===== src/rtl/wdog_pkg.sv =====
package wdog_pkg;

    localparam int unsigned REG_W   = 8;
    localparam int unsigned CODE_W  = 5;

    typedef enum logic {
        ADDR_COUNT = 1'b0,
        ADDR_CTRL  = 1'b1
    } wd_addr_e;

    // Field order mirrors the control register bit positions 7..0
    typedef struct packed {
        logic              src;
        logic              en;
        logic              stat;
        logic [CODE_W-1:0] safe;
    } wd_ctrl_t;

    localparam wd_ctrl_t CTRL_RESET = '{src: 1'b0, en: 1'b0, stat: 1'b0, safe: '0};

endpackage


===== src/rtl/wdog_regs.sv =====
module wdog_regs
    import wdog_pkg::*;
#(
    parameter int unsigned CNT_W     = 8,
    parameter int unsigned CNT_RESET = 16
) (
    input  logic             clk,
    input  logic             rst_n,
    input  logic             wr_en_i,
    input  logic             wr_addr_i,
    input  logic [REG_W-1:0] wr_data_i,
    input  logic             expire_i,
    output wd_ctrl_t         ctrl_q_o,
    output wd_ctrl_t         ctrl_d_o,
    output logic [CNT_W-1:0] count_q_o,
    output logic [CNT_W-1:0] count_d_o
);

    typedef struct packed {
        wd_ctrl_t         ctrl;
        logic [CNT_W-1:0] count;
    } regs_t;

    regs_t s_d, s_q;
    wd_ctrl_t wr_ctrl;

    assign wr_ctrl = wd_ctrl_t'(wr_data_i);

    always_comb begin
        s_d = s_q;
        if (wr_en_i) begin
            if (wd_addr_e'(wr_addr_i) == ADDR_COUNT) begin
                s_d.count = CNT_W'(wr_data_i);
            end else begin
                s_d.ctrl.src  = wr_ctrl.src;
                s_d.ctrl.en   = wr_ctrl.en;
                s_d.ctrl.safe = wr_ctrl.safe;
                // status is clear-only from software
                if (!wr_ctrl.stat) begin
                    s_d.ctrl.stat = 1'b0;
                end
            end
        end
        if (expire_i) begin
            s_d.ctrl.stat = 1'b1;
        end
    end

    always_ff @(posedge clk) begin
        if (!rst_n) begin
            s_q.ctrl  <= CTRL_RESET;
            s_q.count <= CNT_W'(CNT_RESET);
        end else begin
            s_q <= s_d;
        end
    end

    assign ctrl_q_o  = s_q.ctrl;
    assign ctrl_d_o  = s_d.ctrl;
    assign count_q_o = s_q.count;
    assign count_d_o = s_d.count;

endmodule


===== src/rtl/wdog_timer.sv =====
module wdog_timer #(
    parameter int unsigned CNT_W          = 8,
    parameter int unsigned TICKS_PER_UNIT = 290
) (
    input  logic             clk,
    input  logic             rst_n,
    input  logic             tick_i,
    input  logic             kick_i,
    input  logic             wr_en_i,
    input  logic             en_i,
    input  logic             alarm_i,
    input  logic [CNT_W-1:0] reload_val_i,
    output logic             expire_o
);

    localparam int unsigned UNIT_W = (TICKS_PER_UNIT > 1) ? $clog2(TICKS_PER_UNIT) : 1;
    localparam logic [UNIT_W-1:0] UNIT_LAST = UNIT_W'(TICKS_PER_UNIT - 1);

    typedef struct packed {
        logic [UNIT_W-1:0] unit;
        logic [CNT_W-1:0]  remain;
    } tmr_t;

    tmr_t s_d, s_q;
    logic hold;
    logic unit_last;
    logic last_unit;

    always_comb begin
        s_d       = s_q;
        hold      = !en_i || alarm_i || wr_en_i || kick_i;
        unit_last = (s_q.unit == UNIT_LAST);
        last_unit = (s_q.remain <= CNT_W'(1));
        expire_o  = !hold && tick_i && unit_last && last_unit;
        if (hold) begin
            s_d.unit   = '0;
            s_d.remain = reload_val_i;
        end else if (tick_i) begin
            if (unit_last) begin
                s_d.unit = '0;
                if (!last_unit) begin
                    s_d.remain = s_q.remain - CNT_W'(1);
                end
            end else begin
                s_d.unit = s_q.unit + UNIT_W'(1);
            end
        end
    end

    always_ff @(posedge clk) begin
        if (!rst_n) begin
            s_q <= '0;
        end else begin
            s_q <= s_d;
        end
    end

endmodule


===== src/rtl/fsel_mux.sv =====
module fsel_mux #(
    parameter int unsigned CODE_W = 5
) (
    input  logic              clk,
    input  logic              rst_n,
    input  logic              alarm_next_i,
    input  logic [CODE_W-1:0] safe_next_i,
    input  logic [CODE_W-1:0] sel_i,
    output logic [CODE_W-1:0] code_o,
    output logic              chg_o
);

    typedef struct packed {
        logic [CODE_W-1:0] code;
        logic              chg;
    } mux_t;

    mux_t s_d, s_q;

    always_comb begin
        s_d.code = alarm_next_i ? safe_next_i : sel_i;
        s_d.chg  = (s_d.code != s_q.code);
    end

    always_ff @(posedge clk) begin
        if (!rst_n) begin
            s_q <= '0;
        end else begin
            s_q <= s_d;
        end
    end

    assign code_o = s_q.code;
    assign chg_o  = s_q.chg;

endmodule


===== src/rtl/fsel_watchdog.sv =====
module fsel_watchdog
    import wdog_pkg::*;
#(
    parameter int unsigned TICKS_PER_UNIT = 290,
    parameter int unsigned CNT_RESET      = 16
) (
    input  logic              clk,
    input  logic              rst_n,
    input  logic              tick_i,
    input  logic              kick_i,
    input  logic              wr_en_i,
    input  logic              wr_addr_i,
    input  logic [REG_W-1:0]  wr_data_i,
    input  logic [CODE_W-1:0] sel_code_i,
    output logic [CODE_W-1:0] freq_code_o,
    output logic              freq_chg_o,
    output logic              alarm_o,
    output logic              div_src_o,
    output logic [REG_W-1:0]  rd_count_o,
    output logic [REG_W-1:0]  rd_ctrl_o
);

    localparam int unsigned CNT_W = REG_W;

    wd_ctrl_t         ctrl_q, ctrl_d;
    logic [CNT_W-1:0] count_q, count_d;
    logic             expire;

    wdog_regs #(
        .CNT_W     (CNT_W),
        .CNT_RESET (CNT_RESET)
    ) u_regs (
        .clk       (clk),
        .rst_n     (rst_n),
        .wr_en_i   (wr_en_i),
        .wr_addr_i (wr_addr_i),
        .wr_data_i (wr_data_i),
        .expire_i  (expire),
        .ctrl_q_o  (ctrl_q),
        .ctrl_d_o  (ctrl_d),
        .count_q_o (count_q),
        .count_d_o (count_d)
    );

    wdog_timer #(
        .CNT_W          (CNT_W),
        .TICKS_PER_UNIT (TICKS_PER_UNIT)
    ) u_timer (
        .clk          (clk),
        .rst_n        (rst_n),
        .tick_i       (tick_i),
        .kick_i       (kick_i),
        .wr_en_i      (wr_en_i),
        .en_i         (ctrl_q.en),
        .alarm_i      (ctrl_q.stat),
        .reload_val_i (count_d),
        .expire_o     (expire)
    );

    fsel_mux #(
        .CODE_W (CODE_W)
    ) u_mux (
        .clk          (clk),
        .rst_n        (rst_n),
        .alarm_next_i (ctrl_d.stat),
        .safe_next_i  (ctrl_d.safe),
        .sel_i        (sel_code_i),
        .code_o       (freq_code_o),
        .chg_o        (freq_chg_o)
    );

    assign alarm_o    = ctrl_q.stat;
    assign div_src_o  = ctrl_q.src;
    assign rd_count_o = count_q;
    assign rd_ctrl_o  = ctrl_q;

endmodule


===== config.mk =====
export PLATFORM = sky130hd
export DESIGN_NAME = fsel_watchdog
export DESIGN_NICKNAME = d
export VERILOG_FILES = /design/src/rtl/wdog_pkg.sv /design/src/rtl/wdog_regs.sv /design/src/rtl/wdog_timer.sv /design/src/rtl/fsel_mux.sv /design/src/rtl/fsel_watchdog.sv
export SDC_FILE = /design/constraint.sdc
export NUM_CORES = 1
export LEC_CHECK = 0
export ABC_CLOCK_PERIOD_IN_PS = 3700
export CORE_MARGIN = 8
export CORE_UTILIZATION = 51
export DETAILED_ROUTE_END_ITERATION = 10
export PLACE_DENSITY_LB_ADDON = 0.1
export SLEW_MARGIN = 20
export SYNTH_ARGS = -nofsm -noshare
export SYNTH_HDL_FRONTEND = slang
export SYNTH_HIERARCHICAL = 1
export SYNTH_SLANG_ARGS = --single-unit

===== constraint.sdc =====
create_clock -name clk -period 3.7 [get_ports clk]
set_input_delay 0.74 -clock clk [delete_from_list [all_inputs] [get_ports clk]]
set_output_delay 0.74 -clock clk [all_outputs]
set_load 0.05 [all_outputs]

==> impl_metrics.tcl, run 1 <==
set metrics [dict create \
    cp_top_family "simple AND/OR/NAND/NOR gates" \
    hp-class "flip-flop to flip-flop" \
    crit_type "primary input to flip-flop" \
    cts_root_buffer "clkbuf_8" \
    critical-path-max-stage-delay_ps 690 \
    slowest_stage "or4b_2" \
    post_drt_wl_per_cell_um 15.4 \
    diodes 0 \
    crit_start "wr_en_i" \
    setup_violations 0 \
    antenna_found_initial 0 \
    clkTransAtPathRegs_ps 80 \
    die-area_mm2 0.00627 \
    grtUsageTotal 0.160 \
    gp_congestion 0.774 \
    maxCapViolations 0 \
    crit_chain "clkdlybuf4s50_1 > or4b_2 > nor3_1 > nor4bb_1 > nor2_1 > buf_4 > mux2i_1 > xor2_1 > nand3_1 > o31a_1" \
    clock_sinks 39 \
    htree_levels 2 \
    fin_util 0.656 \
    cts_made_buffers 5 \
    drtAntennaViolNets 0 \
    final_cell_mix "clkdlybuf4s50_1, dfxtp_1, nand2_1, mux2i_1, nor2_1" \
    finClkSkew_ps 5.68 \
    drt_iter0_drc 71 \
    drtPass1Iterations 4 \
    die_w_um 79.2 \
    min-delay-start "u_regs/count_q_o[2]" \
    fmax_mhz 324 \
    rrSetupSlack_ps 630 \
    initial_core_util 0.520 \
    synth_fp_nets 242 \
    yosys_warnings 6 \
    relSlewSlack 0.421 \
    finalCritPeriodShare 0.834 \
    route.detailed.drc 0 \
    cts_tree "done" \
    worstSetupPathDepth 10 \
    critPathArrivalTime_ps 3280 \
    avgViaCountPerCell 5.48 \
    core-area_mm2 0.00391 \
    routed_wl_mm 4.81 \
    critPathLaunchType "primary input" \
    grt_max_degree 42 \
    clock_path_buffers 2 \
    final_common_cell "clkdlybuf4s50_1" \
    timing.rr.start "u_timer/s_q[2]" \
    ir_worst_vdd_mv 0.219 \
    finalMaxSlewViolations 0 \
    io_buffers 42 \
    hold_buffers 0 \
    postSynthAreaPerCell_um2 9.29 \
    grt_pass1_vias 1644 \
    worstSkewPairLatency_ps 300 \
    ios 43 \
    min_period_ps 3090 \
    syn_area_mm2 0.00203 \
    worst-path-buf-inv 2 \
    grt_first_pass_wirelength_mm 8.04 \
    p_leak_nw 1.01 \
    post_cts_buffers 0 \
    rows 23 \
    nFillCells 346 \
    tightest_slew_ps 867 \
    dpl.hpwl_mm 3.52 \
    required_ps 3890 \
    rsz0062_at_grt "false" \
    ff2ff_path_depth 10 \
    p_per_area_mw_per_mm2 360 \
    area_growth_pct 26.2 \
    ctsResizeCount 0 \
    crit_end "u_mux/chg_o" \
    r2r_end "u_mux/chg_o" \
    status "complete, no violations" \
    die_h_um 79.2 \
    vias 1715 \
    drive_above_1_share 0.129 \
    critPathCaptureType "flip-flop" \
    grt_overflow_total 0 \
    fin_tns_setup_ps 0 \
    layout.nets 285 \
    worst-path-max-fanout 5 \
    finalHoldViolations 0 \
    syn_inst 219 \
]
state kept, by name (all words and copies together) (netlist names):
| register | flops |
|---|---|
| u_timer/s_q | 17 |
| u_mux/chg_o | 1 |
| u_regs/ctrl_q_o | 8 |
| u_mux/code_o | 5 |
| u_regs/count_q_o | 8 |
area by class of cell:
| type | instances | area (µm²) | share of cell area |
|---|---|---|---|
| Multi-Input combinational cell | 163 | 1150 | 0.450 |
| Sequential cell | 39 | 781 | 0.304 |
| Timing Repair Buffer | 48 | 465 | 0.181 |
| Clock buffer | 6 | 72.6 | 0.0283 |
| Tap cell | 50 | 62.6 | 0.0244 |
| Inverter | 5 | 18.8 | 0.00731 |
| Clock inverter | 2 | 12.5 | 0.00487 |
power breakdown:
group	switching (mW)	total, mW	leakage [nW]	internal, mW
Clock	0.154	0.285	0.0412	0.132
Sequential	0.0143	0.451	0.319	0.437
Combinational	0.107	0.188	0.645	0.0806
Total	0.275	0.925	1.01	0.649
per-stage QoR:
step                      std cells  hold slack (ps)  instance area [µm²]  total power [mW]  worst slack, ps
after floorplan                 219              472                 2030             0.583              803
after global placement          305              459                 2480             0.647              348
after detailed placement        305              467                 2480             0.648              310
after CTS                       313              479                 2570             0.937              628
after global routing            313              493                 2570             0.972              409
final                           313              479                 2570             0.925              613
worst min path at each step:
| stage | endpoint | slack [ps] | depth (start not counted) |
|---|---|---|---|
| after floorplan | u_timer/s_q[16] | 470 | 2 |
| after global placement | u_regs/count_q_o[1] | 460 | 2 |
| after detailed placement | u_regs/count_q_o[2] | 470 | 2 |
| after CTS | u_regs/count_q_o[2] | 480 | 2 |
| after global routing | u_regs/count_q_o[2] | 490 | 2 |
| final | u_regs/count_q_o[2] | 480 | 2 |
tightest hold or removal path: stages (launching register included):
cell,delay [ps]
dfxtp_1,330
nand2_1,60
mux2i_1,50
metal layers:
| metal | global-route usage | vias up | share of wire |
|---|---|---|---|
| met5 | 0 | - | 0 |
| met4 | 0.0500 | 0 | 0.011 |
| met3 | 0.0508 | 5 | 0.058 |
| met2 | 0.263 | 42 | 0.48 |
| met1 | 0.193 | 801 | 0.46 |
| li1 | - | 867 | - |
Note: power is estimated with default switching activity, not from simulation.
==> inputs of run 2 (changes only) <==
--- a/config.mk
+++ b/config.mk
@@ -5,9 +5,9 @@
 export SDC_FILE = /design/constraint.sdc
 export NUM_CORES = 1
 export LEC_CHECK = 0
-export ABC_CLOCK_PERIOD_IN_PS = 3700
+export ABC_CLOCK_PERIOD_IN_PS = 2500
 export CORE_MARGIN = 8
-export CORE_UTILIZATION = 51
+export CORE_UTILIZATION = 46
 export DETAILED_ROUTE_END_ITERATION = 10
 export PLACE_DENSITY_LB_ADDON = 0.1
 export SLEW_MARGIN = 20
==> constraint.sdc (replaced) <==
create_clock -name clk -period 2.5 [get_ports clk]
set_input_delay 0.5 -clock clk [delete_from_list [all_inputs] [get_ports clk]]
set_output_delay 0.5 -clock clk [all_outputs]
set_load 0.05 [all_outputs]
==> impl_metrics.tcl, run 2 (same netlist as run 1, synthesis figures left out) <==
set metrics [dict create \
    die-area_mm2 0.00681 \
    hp-class "flip-flop to flip-flop" \
    largest_reg_flops 17 \
    final_common_cell "clkdlybuf4s50_1" \
    die_h_um 82.5 \
    clkTransAtPathRegs_ps 80 \
    post_drt_wl_per_cell_um 14.9 \
    switchingPower_uw 415 \
    clock_sinks 39 \
    tightest_slew_ps 518 \
    top_register "u_timer/s_q" \
    drtPass1Iterations 4 \
    timing.rr.start "u_timer/s_q[5]" \
    final_cell_mix "clkdlybuf4s50_1, dfxtp_1, buf_4, nand2_1" \
    finalHoldViolations 0 \
    cts_made_buffers 5 \
    seqPwrFrac 0.433 \
    finalCritPeriodShare 1.11 \
    dpl.hpwl_mm 3.88 \
    crit_type "flip-flop to flip-flop" \
    sw_frac_of_total 0.270 \
    ir_worst_vdd_mv 0.377 \
    hold_depth 2 \
    violations "setup timing" \
    ff2ff_path_depth 10 \
    initial_core_util 0.474 \
    routed_wl_mm 5.06 \
    relSlewSlack 0.652 \
    route.detailed.drc 0 \
    multi_input_area_mm2 0.00122 \
    clock_path_buffers 2 \
    p_comb_frac 0.212 \
    die_w_um 82.5 \
    maxCapViolations 0 \
    finalMaxSlewViolations 0 \
    rrSetupSlack_ps -280 \
    antenna_found_initial 0 \
    min_period_ps 2780 \
    nFillCells 344 \
    p_leak_nw 1.18 \
    pre_cts_ws_ps -639 \
    grt_max_degree 17 \
    cts_tree "done" \
    io_buffers 42 \
    htree_levels 2 \
    rows 24 \
    worstSkewPairLatency_ps 290 \
    p_total_mw 1.53 \
    avgViaCountPerCell 5.24 \
    ios 43 \
    power_frac_clock 0.355 \
    status "finished, violations left" \
    final_cells 341 \
    setup_violations 2 \
    drive_above_1_share 0.232 \
    internal_power_mw 1.12 \
    fmax_mhz 359 \
    critPathArrivalTime_ps 2960 \
    fin_tns_setup_ps -328 \
    placed_cells_incl_taps 332 \
    critical-path-max-stage-delay_ps 530 \
    critPathLaunchType "flip-flop" \
    grtUsageTotal 0.152 \
    core-area_mm2 0.00429 \
    drtAntennaViolNets 0 \
    hold-path-endpoint "u_regs/count_q_o[0]" \
    grt_pass1_vias 1769 \
    gp_congestion 0.785 \
    ff_latch_area_um2 781 \
    cts_root_buffer "clkbuf_8" \
    setup_ws_ps -282 \
    place_area_mm2 0.00270 \
    worst-path-max-fanout 5 \
    grt_overflow_total 0 \
    r2r_end "u_mux/chg_o" \
    fin_area_mm2 0.00288 \
    area_growth_pct 41.7 \
    slowest_stage "or4_4" \
    min-delay-start "u_regs/count_q_o[0]" \
    diodes 0 \
    required_ps 2680 \
    finClkSkew_ps 7.78 \
    rsz0062_at_grt "true" \
    layout.nets 311 \
    critPathCaptureType "flip-flop" \
    drt_iter0_drc 55 \
    grt_first_pass_wirelength_mm 8.16 \
    p_per_area_mw_per_mm2 532 \
    crit_chain "or4_4 > or4_4 > nor3_4 > nor2_1 > nor2_1 > buf_6 > mux2i_4 > xor2_1 > nand3_1 > o31a_1" \
    vias 1786 \
    hold_buffers 0 \
]
[run 2: per-stage QoR]
stage	hold slack, ps	utilization
6_report	479	0.671
5_1_grt	499	0.671
4_1_cts	484	0.659
3_5_place_dp	473	0.629
3_3_place_gp	462	0.629
2_1_floorplan	472	-
[run 2: cell type report]
cell class | count | share of cell area
clock inverters | 2 | 0.0122
clock buffers | 6 | 0.0286
inverters | 5 | 0.00651
well taps | 52 | 0.0226
flip-flops and latches | 39 | 0.271
multi-input cells | 163 | 0.424
repair buffers | 74 | 0.235
[run 2: worst max path at each step]
stage	startpoint	endpoint	cells past startpoint
floorplan	u_timer/s_q[3]	u_mux/chg_o	11
global placement	wr_en_i	u_mux/chg_o	10
detailed placement	wr_en_i	u_mux/chg_o	10
CTS	u_timer/s_q[5]	u_mux/chg_o	10
global route	u_timer/s_q[5]	u_mux/chg_o	10
finish	u_timer/s_q[5]	u_mux/chg_o	10
[run 2: per-layer routing]
metal | up-vias | global-route usage | part of all wire | wire length (µm)
met4 | 0 | 0.0448 | 0.0077 | 39
met5 | - | 0 | 0 | 0
li1 | 915 | - | - | -
met2 | 35 | 0.247 | 0.46 | 2310
met3 | 6 | 0.0357 | 0.064 | 324
met1 | 830 | 0.196 | 0.47 | 2390
[run 2: timing repair]
item	4_1_cts	5_1_grt
resized for setup	3	7
buffers inserted	0	1
pin swaps	0	0
setup endpoints to repair	5	5
[run 2: worst max-delay path: cells and delay by family, from the launching register on]
family	cells	cell delay [ps]
AOI/OAI and AO/OA	1	240
and+or+nand+nor	6	1530
muxes	1	240
xor gates and xnor gates	1	160
buffers and inverters	1	170
DFF	1	320
[run 2: power by group through the flow]
stage	Sequential [mW]	Combinational [mW]	Clock, mW
2_1_floorplan	0.741	0.131	0
3_3_place_gp	0.679	0.315	0
3_5_place_dp	0.680	0.316	0
4_1_cts	0.665	0.320	0.560
5_1_grt	0.669	0.344	0.589
6_report	0.665	0.325	0.545
